**src/rtl/pcm_duo_pkg.sv**
```systemverilog
package pcm_duo_pkg;

   typedef enum logic {
      LAYOUT_SERIAL   = 1'b0,
      LAYOUT_PARALLEL = 1'b1
   } layout_e;

   typedef struct packed {
      logic bclk;
      logic fs_tx;
      logic fs_rx;
      logic din1;
      logic din2;
   } pcm_pins_t;

endpackage

```
**src/rtl/pcm_in_sync.sv**
```systemverilog
module pcm_in_sync #(
   parameter int W      = 5,
   parameter int STAGES = 2
) (
   input  logic         clk,
   input  logic         rst_n,
   input  logic [W-1:0] d,
   output logic [W-1:0] q
);
   logic [STAGES-1:0][W-1:0] chain;

   generate
      if (STAGES == 1) begin : g_single
         always_ff @(posedge clk) begin
            if (!rst_n) chain <= '0;
            else        chain <= d;
         end
      end else begin : g_multi
         always_ff @(posedge clk) begin
            if (!rst_n) chain <= '0;
            else        chain <= {chain[STAGES-2:0], d};
         end
      end
   endgenerate

   assign q = chain[STAGES-1];
endmodule

```
**src/rtl/pcm_tx_slot.sv**
```systemverilog
module pcm_tx_slot
   import pcm_duo_pkg::*;
#(
   parameter int CODE_W = 8
) (
   input  logic              clk,
   input  logic              rst_n,
   input  logic              en,
   input  layout_e           layout,
   input  logic              bit_rise,
   input  logic              fs_lvl,
   input  logic [CODE_W-1:0] code1,
   input  logic [CODE_W-1:0] code2,
   output logic              oe1,
   output logic              oe2,
   output layout_e           lay_q
);
   localparam int FRAME_W = 2 * CODE_W;
   localparam int CNT_W   = $clog2(FRAME_W + 1);

   logic              fs_seen;
   logic              busy;
   logic [CNT_W-1:0]  cnt;
   logic [CNT_W-1:0]  len;
   logic [FRAME_W-1:0] sh_a;
   logic [CODE_W-1:0] sh_b;
   logic              start;

   assign start = bit_rise & fs_lvl & ~fs_seen;
   assign len   = (lay_q == LAYOUT_PARALLEL) ? CNT_W'(CODE_W) : CNT_W'(FRAME_W);

   always_ff @(posedge clk) begin
      if (!rst_n) begin
         fs_seen <= 1'b0;
         busy    <= 1'b0;
         cnt     <= '0;
         sh_a    <= '0;
         sh_b    <= '0;
         oe1     <= 1'b0;
         oe2     <= 1'b0;
         lay_q   <= LAYOUT_SERIAL;
      end else begin
         if (bit_rise) fs_seen <= fs_lvl;
         if (!en) begin
            busy <= 1'b0;
            cnt  <= '0;
            oe1  <= 1'b0;
            oe2  <= 1'b0;
         end else if (start) begin
            lay_q <= layout;
            busy  <= 1'b1;
            cnt   <= CNT_W'(1);
            sh_a  <= {code1, code2} << 1;
            sh_b  <= code2 << 1;
            oe1   <= ~code1[CODE_W-1];
            oe2   <= (layout == LAYOUT_PARALLEL) & ~code2[CODE_W-1];
         end else if (bit_rise && busy) begin
            if (cnt == len) begin
               busy <= 1'b0;
               oe1  <= 1'b0;
               oe2  <= 1'b0;
            end else begin
               oe1  <= ~sh_a[FRAME_W-1];
               oe2  <= (lay_q == LAYOUT_PARALLEL) & ~sh_b[CODE_W-1];
               sh_a <= sh_a << 1;
               sh_b <= sh_b << 1;
               cnt  <= cnt + 1'b1;
            end
         end
      end
   end
endmodule

```
**src/rtl/pcm_rx_slot.sv**
```systemverilog
module pcm_rx_slot
   import pcm_duo_pkg::*;
#(
   parameter int CODE_W = 8
) (
   input  logic              clk,
   input  logic              rst_n,
   input  logic              en,
   input  layout_e           layout,
   input  logic              bit_fall,
   input  logic              fs_lvl,
   input  logic              din1,
   input  logic              din2,
   output logic [CODE_W-1:0] code1,
   output logic [CODE_W-1:0] code2,
   output logic              valid
);
   localparam int FRAME_W = 2 * CODE_W;
   localparam int CNT_W   = $clog2(FRAME_W + 1);

   layout_e            lay_q;
   layout_e            cur_lay;
   logic               fs_seen;
   logic               busy;
   logic               start;
   logic               lane_a;
   logic [CNT_W-1:0]   cnt;
   logic [CNT_W-1:0]   nxt_cnt;
   logic [CNT_W-1:0]   cur_len;
   logic [FRAME_W-2:0] sh_a;
   logic [CODE_W-2:0]  sh_b;
   logic [FRAME_W-1:0] nxt_a;
   logic [CODE_W-1:0]  nxt_b;

   assign start = bit_fall & fs_lvl & ~fs_seen;

   always_comb begin
      cur_lay = start ? layout : lay_q;
      lane_a  = (cur_lay == LAYOUT_PARALLEL) ? din1 : din2;
      cur_len = (cur_lay == LAYOUT_PARALLEL) ? CNT_W'(CODE_W) : CNT_W'(FRAME_W);
      if (start) begin
         nxt_a   = {{(FRAME_W-1){1'b0}}, lane_a};
         nxt_b   = {{(CODE_W-1){1'b0}}, din2};
         nxt_cnt = CNT_W'(1);
      end else begin
         nxt_a   = {sh_a, lane_a};
         nxt_b   = {sh_b, din2};
         nxt_cnt = cnt + 1'b1;
      end
   end

   always_ff @(posedge clk) begin
      if (!rst_n) begin
         lay_q   <= LAYOUT_SERIAL;
         fs_seen <= 1'b0;
         busy    <= 1'b0;
         cnt     <= '0;
         sh_a    <= '0;
         sh_b    <= '0;
         code1   <= '0;
         code2   <= '0;
         valid   <= 1'b0;
      end else begin
         valid <= 1'b0;
         if (bit_fall) fs_seen <= fs_lvl;
         if (!en) begin
            busy <= 1'b0;
            cnt  <= '0;
         end else if (bit_fall && (start || busy)) begin
            if (start) lay_q <= layout;
            sh_a <= nxt_a[FRAME_W-2:0];
            sh_b <= nxt_b[CODE_W-2:0];
            cnt  <= nxt_cnt;
            if (nxt_cnt == cur_len) begin
               busy  <= 1'b0;
               valid <= 1'b1;
               if (cur_lay == LAYOUT_PARALLEL) begin
                  code1 <= nxt_a[CODE_W-1:0];
                  code2 <= nxt_b;
               end else begin
                  code1 <= nxt_a[FRAME_W-1:CODE_W];
                  code2 <= nxt_a[CODE_W-1:0];
               end
            end else begin
               busy <= 1'b1;
            end
         end
      end
   end
endmodule

```
**src/rtl/pcm_duo_port.sv**
```systemverilog
module pcm_duo_port
   import pcm_duo_pkg::*;
#(
   parameter int CODE_W      = 8,
   parameter int SYNC_STAGES = 2
) (
   input  logic              clk,
   input  logic              rst_n,
   input  logic              pwr_up,
   input  logic              par_mode,
   input  logic              bclk,
   input  logic              fs_tx,
   input  logic              fs_rx,
   input  logic [CODE_W-1:0] tx_code1,
   input  logic [CODE_W-1:0] tx_code2,
   input  logic              rx_pin1,
   input  logic              rx_pin2,
   output logic              tx_oe1,
   output logic              tx_oe2,
   output logic [CODE_W-1:0] rx_code1,
   output logic [CODE_W-1:0] rx_code2,
   output logic              rx_valid
);
   localparam int PIN_W = $bits(pcm_pins_t);

   generate
      if (CODE_W < 2 || SYNC_STAGES < 1) begin : g_bad_params
         $error("pcm_duo_port: CODE_W must be >= 2 and SYNC_STAGES >= 1");
      end
   endgenerate

   pcm_pins_t pin_raw;
   pcm_pins_t pin_q;
   logic      bclk_d;
   logic      bit_rise;
   logic      bit_fall;
   layout_e   lay_in;
   layout_e   tx_lay;

   assign pin_raw = '{bclk: bclk, fs_tx: fs_tx, fs_rx: fs_rx, din1: rx_pin1, din2: rx_pin2};
   assign lay_in  = layout_e'(par_mode);

   pcm_in_sync #(.W(PIN_W), .STAGES(SYNC_STAGES)) u_sync (
      .clk   (clk),
      .rst_n (rst_n),
      .d     (pin_raw),
      .q     (pin_q)
   );

   always_ff @(posedge clk) begin
      if (!rst_n) bclk_d <= 1'b0;
      else        bclk_d <= pin_q.bclk;
   end

   assign bit_rise = pin_q.bclk & ~bclk_d;
   assign bit_fall = ~pin_q.bclk & bclk_d;

   pcm_tx_slot #(.CODE_W(CODE_W)) u_tx (
      .clk      (clk),
      .rst_n    (rst_n),
      .en       (pwr_up),
      .layout   (lay_in),
      .bit_rise (bit_rise),
      .fs_lvl   (pin_q.fs_tx),
      .code1    (tx_code1),
      .code2    (tx_code2),
      .oe1      (tx_oe1),
      .oe2      (tx_oe2),
      .lay_q    (tx_lay)
   );

   pcm_rx_slot #(.CODE_W(CODE_W)) u_rx (
      .clk      (clk),
      .rst_n    (rst_n),
      .en       (pwr_up),
      .layout   (lay_in),
      .bit_fall (bit_fall),
      .fs_lvl   (pin_q.fs_rx),
      .din1     (pin_q.din1),
      .din2     (pin_q.din2),
      .code1    (rx_code1),
      .code2    (rx_code2),
      .valid    (rx_valid)
   );
endmodule

```
**config.mk**
```make
export PLATFORM = sky130hd
export DESIGN_NAME = pcm_duo_port
export DESIGN_NICKNAME = d
export VERILOG_FILES = /design/src/rtl/pcm_duo_pkg.sv /design/src/rtl/pcm_in_sync.sv /design/src/rtl/pcm_tx_slot.sv /design/src/rtl/pcm_rx_slot.sv /design/src/rtl/pcm_duo_port.sv
export SDC_FILE = /design/constraint.sdc
export NUM_CORES = 1
export LEC_CHECK = 0
export ABC_AREA = 1
export ABC_CLOCK_PERIOD_IN_PS = 1500
export BUFFER_PORTS_ARGS = -buffer_cell sky130_fd_sc_hd__buf_2
export CORE_ASPECT_RATIO = 1.4
export CORE_MARGIN = 10
export CORE_UTILIZATION = 30
export CTS_BUF_LIST = sky130_fd_sc_hd__clkbuf_4 sky130_fd_sc_hd__clkbuf_8
export CTS_CLUSTER_DIAMETER = 120
export DETAILED_ROUTE_END_ITERATION = 16
export HOLD_SLACK_MARGIN = 0.03
export SLEW_MARGIN = 20
export SYNTH_ARGS = -nofsm -noshare
export SYNTH_HDL_FRONTEND = slang
export SYNTH_SLANG_ARGS = --single-unit
```
**constraint.sdc**
```tcl
create_clock -name clk -period 1.5 [get_ports clk]
set_input_delay 0.225 -clock clk [delete_from_list [all_inputs] [get_ports clk]]
set_output_delay 0.225 -clock clk [all_outputs]
set_load 0.03 [all_outputs]
```
==> metrics.md, run 1 <==
| Metric | Value |
|---|---|
| FMAX | `597 MHz` |
| Drt pass-1 iters | `4` |
| Seq/Total Area, Yosys | `44.1%` |
| Share of cells above drive strength 1 | `27.8%` |
| Total CTS buffers | `9` |
| WL final | `10100 microns` |
| Longest Clk Path Bufs | `2` |
| Total gr overflow | `0` |
| Die footprint | `17500 sq um` |
| Largest net degree at the start of global routing | `36` |
| Req. time, crit path | `1760 ps` |
| Stages on the worst setup path | `11` |
| Avg Cell Area, Syn | `6.84 sq um` |
| Worst Path Arrival | `1940 ps` |
| Fin crit share | `112%` |
| CTS sink cnt | `83` |
| Setup TNS | `-3020 ps` |
| Routed via count | `3669` |
| Initial antenna violation count | `0` |
| Max Slew Vio Count | `0` |
| Syn Nets | `579` |
| I/O pins | `44` |
| Syn Inst Count | `551` |
| VDD IR max | `0.490 mV` |
| Final GP Congestion | `0.836` |
| Layout net count | `673` |
| Ys flop type | `dfxtp_1` |
| #FFs+latches synth | `83` |
| Hold depth | `3` |
| TritonCTS clock tree | `yes` |
| Simple-Gate Fraction of Synth Area | `29.4%` |
| Initial DRC Count | `164` |
| Clock edge transition at the registers on the reported setup and hold paths | `90 ps` |
| Die Height | `153 microns` |
| CP most frequent cell | `nand2_1` |
| I/O Buffers | `43` |
| Asr flop ratio synth | `0%` |
| Worst R2R Path Depth | `11` |
| Status | `finished, violations left` |
| Worst Path Buf+Inv | `1` |
| Clk root buf | `clkbuf_8` |
| Share of the synthesized area in the top cell type | `44.1%` |
| Largest fanout on the critical path | `8` |
| Setup CP Type | `reg -> reg` |
| GRT Overall Usage | `11.7%` |
| Cell family with most CP delay | `simple AND/OR/NAND/NOR gates` |
| Post-synthesis mux area share | `0%` |
| EDFF count, synth | `0` |
| Setup Skew | `13.2 ps` |
| Finish-stage setup viols | `31` |
| First-pass GRT wire length | `17300 microns` |
| Endpoint class of the critical path | `flop` |
| Failing checks | `negative setup slack` |
| Worst setup SP type | `flop` |
| Worst min-delay path class | `in -> reg` |
| Worst-skew pair later-pin latency | `360 ps` |
| Worst Tran Pin Value | `618 ps` |
| H-Tree Depth | `3` |
| Total core area | `12300 sq um` |
| Core Util, Final | `41.8%` |
| Slew HR | `58.8%` |
| CP Cell Sequence | `ha_4 > nand3_1 > nand2_1 > nand3_2 > nor2_1 > nand2_1 > nand2_4 > clkbuf_16 > nand4_1 > nand2_1 > nor2_1` |
| N_diodes | `0` |
| Final Hold Vio Count | `0` |
| DPL Wire Length | `6640 microns` |
| Largest family of logic cells by synthesized area | `simple AND/OR/NAND/NOR gates` |
| Vias/cell | `4.60` |
| Final WS setup | `-174 ps` |
| Die width | `115 microns` |
| Max incr delay on CP | `360 ps` |
| YS warnings | `0` |
| Cts-stage hold buffer count | `0` |
| Pwr/cell area | `869 nW/um^2` |
| P&R area growth vs syn | `36.4%` |
| Yosys cell types | `28` |
| Vias in the first global route | `3799` |
| Synth top cells by count | `nand2_1 (144), inv_1 (85), dfxtp_1 (83)` |
| Final design area excluding fillers | `5140 sq um` |
| Row count | `48` |
| Cell Area, Placed | `4420 sq um` |
| Area fraction in compound gates after synthesis | `13.1%` |
| Slowest cell on the critical path | `dfxtp_2` |
| Drc violations | `0` |
| XOR/XNOR share of the synthesized area | `0.232%` |
| RSZ-0062 raised after global routing | `yes` |
| Flop2flop setup slack | `-170 ps` |
| Starting Density | `30.6%` |
| Fraction of the mapped netlist area in adder cells | `0.996%` |
| Area leader, netlist | `dfxtp_1` |
| Crit path time final | `1670 ps` |
| Max Cap Viol | `0` |
| Most frequent cell after synthesis | `nand2_1` |
| Routed wire per std cell | `12.7 microns` |
| Post-Syn Area | `3770 sq um` |
| Area contributors post-synth | `dfxtp_1 (44%), nand2_1 (14%), inv_1 (8.5%)` |
| Routed Antenna Nets | `0` |
| LEAKAGE | `2.28 nW` |
| Total Power | `4.47 mW` |
## cell families after synthesis
group | Yosys count
buffers and inverters | 114
adder cells (fa/ha/maj) | 3
flip-flops | 83
AO/OA/AOI/OAI | 94
AND/OR/NAND/NOR | 256
XOR/XNOR | 1
## state kept, by name, summed over array words and instances, names as in the netlist, 5 cells and up
register and flops:
u_rx.cnt 5, u_rx.code2 8, u_tx.cnt 5, u_sync.q 5, u_tx.sh_a 9, u_rx.sh_b 7
u_rx.sh_a 15, u_sync.chain 5, u_tx.sh_b 6, u_rx.code1 8
## stage by stage
step	worst slack, ps	cells	hold slack (ps)
after floorplan	-4.34	551	323
after global placement	-50.3	758	405
after detailed placement	-92.7	758	401
after CTS	-86.3	794	44.5
after global routing	-294	798	52.3
final	-174	798	58.0
## worst min-delay path: stages
cell and delay [ps]:
buf_2 70, nand2_1 40, inv_1 40
## final timing paths
| path | end | from |
|---|---|---|
| setup / recovery | u_rx.code2[1]$_SDFFE_PN0P_ | u_rx.cnt[1]$_SDFFE_PN0P_ |
| hold reg to reg | u_sync.q[0]$_SDFF_PN0_ | u_sync.chain[0]$_SDFF_PN0_ |
| hold / removal | u_sync.chain[0]$_SDFF_PN0_ | rx_pin2 |
| setup reg to reg | u_rx.code2[1]$_SDFFE_PN0P_ | u_rx.cnt[1]$_SDFFE_PN0P_ |
## power breakdown
| group | leakage, nW | total, mW | switching, mW | internal [mW] |
|---|---|---|---|---|
| combinational | 1.48 | 0.178 | 0.104 | 0.0741 |
| clock | 0.121 | 2.06 | 0.808 | 1.26 |
| sequential | 0.675 | 2.23 | 0.0111 | 2.22 |
## repair_timing
action / 4_1_cts / 5_1_grt
endpoints found under the setup margin: 50 / 67
buffers inserted: 17 / 6
cloned: 5 / 1
pin swaps: 11 / 12
resized for setup: 31 / 46
## layout by cell type, fill, tap and decap left out, drive strengths merged, types with 4 or more instances in the layout
cell	netlist	layout
clkbuf	12	10
a211oi	6	6
a21oi	36	36
bufinv	0	4
inv	88	87
nand3	20	21
buf	14	106
nand4	21	21
nand2	145	145
o21ai	49	49
nor2	66	66
dfxtp	83	83
## final cells by class
cell class / instances / area [sq um]
fill: 1214 / 7170
multi-input combinational: 355 / 1810
sequential: 83 / 1680
timing repair buffer: 107 / 862
inverter: 88 / 344
tap: 150 / 188
clock inverter: 5 / 128
clock buffer: 9 / 124
timing repair inverter: 1 / 7.51
## layer usage
layer / GRT usage [%] / share of wire, % / vias to the layer above
li1: - / - / 1912
met1: 13.3 / 43 / 1657
met2: 19.4 / 49 / 81
met3: 3.15 / 5.2 / 19
met4: 5.91 / 2.6 / 0
met5: 0 / 0 / -
Power figures use the tool's default switching activity.
==> inputs of run 2 (changes only) <==
CORE_UTILIZATION = 54   (was 30)
PLACE_DENSITY = 0.78   (was unset)
==> metrics.md, run 2 (synthesis gave the netlist of run 1 again) <==
| Metric | Value |
|---|---|
| Status | `finished, violations left` |
| Failing checks | `negative setup slack` |
| Routed via count | `3927` |
| CTS sink cnt | `83` |
| Starting Density | `54.7%` |
| Total gr overflow | `0` |
| GRT Overall Usage | `18.8%` |
| Total Power | `4.54 mW` |
| Endpoint class of the critical path | `flop` |
| Clock edge transition at the registers on the reported setup and hold paths | `90 ps` |
| Req. time, crit path | `1770 ps` |
| Setup slack at placement | `-107 ps` |
| Setup Skew | `11.6 ps` |
| Row count | `36` |
| Worst Path Buf+Inv | `3` |
| Critical path launch point | `u_sync.q[4]$_SDFF_PN0_` |
| Layout net count | `676` |
| I/O pins | `44` |
| N_diodes | `0` |
| Worst setup SP type | `flop` |
| Worst Path Arrival | `1970 ps` |
| Largest fanout on the critical path | `7` |
| Initial antenna violation count | `0` |
| Initial DRC Count | `293` |
| P&R area growth vs syn | `40.0%` |
| Routed wire per std cell | `14.7 microns` |
| I/O Buffers | `43` |
| Die width | `90.6 microns` |
| LEAKAGE | `2.39 nW` |
| Most common cell after layout, fill and taps aside | `nand2_1` |
| CP Cell Sequence | `inv_4 > nand4_4 > nand2_2 > nand2_4 > nor2_4 > nand2_2 > nand2_4 > buf_4 > nand2_1 > o21ai_1 > inv_1` |
| Max Cap Viol | `0` |
| Die footprint | `10800 sq um` |
| Total CTS buffers | `9` |
| Largest regs | `u_rx.sh_a x15, u_tx.sh_a x9` |
| Largest net degree at the start of global routing | `29` |
| Die Height | `119 microns` |
| Final Hold Vio Count | `0` |
| RR Startpoint | `u_sync.q[4]$_SDFF_PN0_` |
| Setup TNS | `-4320 ps` |
| Top reg by flops | `u_rx.sh_a` |
| Worst Tran Pin Value | `483 ps` |
| Met3 wire len | `577 microns` |
| First-pass GRT wire length | `16900 microns` |
| Slew HR | `67.8%` |
| RSZ-0062 raised after global routing | `yes` |
| Slowest cell on the critical path | `dfxtp_4` |
| Share of cells above drive strength 1 | `34.0%` |
| Pwr/cell area | `861 nW/um^2` |
| Max Slew Vio Count | `0` |
| Routed Antenna Nets | `0` |
| FMAX | `586 MHz` |
| Worst-skew pair later-pin latency | `370 ps` |
| Min-Delay Startpoint | `rx_pin2` |
| DR top layer | `met4` |
| Setup CP Type | `reg -> reg` |
| Routed wl met2 | `5950 microns` |
| Longest Clk Path Bufs | `2` |
| Largest register FFs | `15` |
| Drc violations | `0` |
| Max incr delay on CP | `370 ps` |
| Drt pass-1 iters | `5` |
| Clk root buf | `clkbuf_8` |
| Worst min-delay path class | `in -> reg` |
| Crit path time final | `1710 ps` |
| Vias/cell | `5.25` |
| Total core area | `6890 sq um` |
| TritonCTS clock tree | `yes` |
| Final WS setup | `-206 ps` |
| VDD IR max | `0.883 mV` |
| Cell family with most CP delay | `simple AND/OR/NAND/NOR gates` |
| Fin crit share | `114%` |
| Final GP Congestion | `0.844` |
| WL met1 | `4040 microns` |
| WL final | `11000 microns` |
| Vias in the first global route | `3876` |
| Most frequent cells in the layout | `nand2_1 (125), dfxtp_1 (73), inv_1 (70)` |
| Finish-stage setup viols | `52` |
| DPL Wire Length | `6560 microns` |
| H-Tree Depth | `3` |
run 2: cell count changes in the layout (fill, tap and decap cells not counted), moves of 6 or more:
cell and change:
o21ai_2 +13, o21ai_0 -12, inv_2 +11, nor2_1 -10
buf_6 +9, nand2_1 -9, inv_1 -8, nand2_2 +7
buf_4 -6, nor2_4 +6
run 2: worst min-delay path, cell delays in order:
cell	delay, ps
buf_2	80
nand2_1	40
inv_1	40
run 2: what timing repair did:
action	4_1_cts	5_1_grt
gates cloned	4	4
setup endpoints to repair	59	65
resized for setup	39	107
setup buffers	16	4
hold endpoints to repair	3	0
pin swaps	37	29
hold buffers	3	0
run 2: area by class of cell:
| class | instances | area [sq um] |
|---|---|---|
| clock buffers | 11 | 139 |
| clock inverters | 5 | 125 |
| fillers | 470 | 1610 |
| inverters | 88 | 345 |
| multi-input cells | 356 | 1960 |
| flip-flops and latches | 83 | 1680 |
| well taps | 95 | 119 |
| repair buffers | 109 | 888 |
| repair inverters | 1 | 16.3 |
run 2: path summary, 6_finish.rpt:
path / end / slack [ps] / depth (start not counted)
min: u_sync.chain[0]$_SDFF_PN0_ / 40 / 3
max reg2reg: u_rx.busy$_SDFFE_PN0P_ / -210 / 11
max: u_rx.busy$_SDFFE_PN0P_ / -210 / 11
min reg2reg: u_sync.q[0]$_SDFF_PN0_ / 420 / 2
run 2: per-stage QoR:
step           hold slack, ps  instance area (sq um)  util [%]  std cells
3_5_place_dp              410                   4340      62.9        701
4_1_cts                  31.6                   4910      71.3        740
3_3_place_gp              400                   4340      62.9        701
6_report                 42.2                   5280      76.6        748
5_1_grt                  36.8                   5280      76.6        748
2_1_floorplan             323                   3820         -        551
run 2: report_power, final:
part | internal, mW | switching (mW) | total, mW | leakage, nW
Sequential | 2.22 | 0.0128 | 2.23 | 0.677
Combinational | 0.0863 | 0.119 | 0.205 | 1.58
Clock | 1.31 | 0.799 | 2.11 | 0.134
run 2: metal layers:
metal | GRT usage, % | vias up
li1 | - | 1937
met5 | 0 | -
met2 | 35.2 | 146
met4 | 9.28 | 0
met1 | 18.1 | 1806
met3 | 5.72 | 38
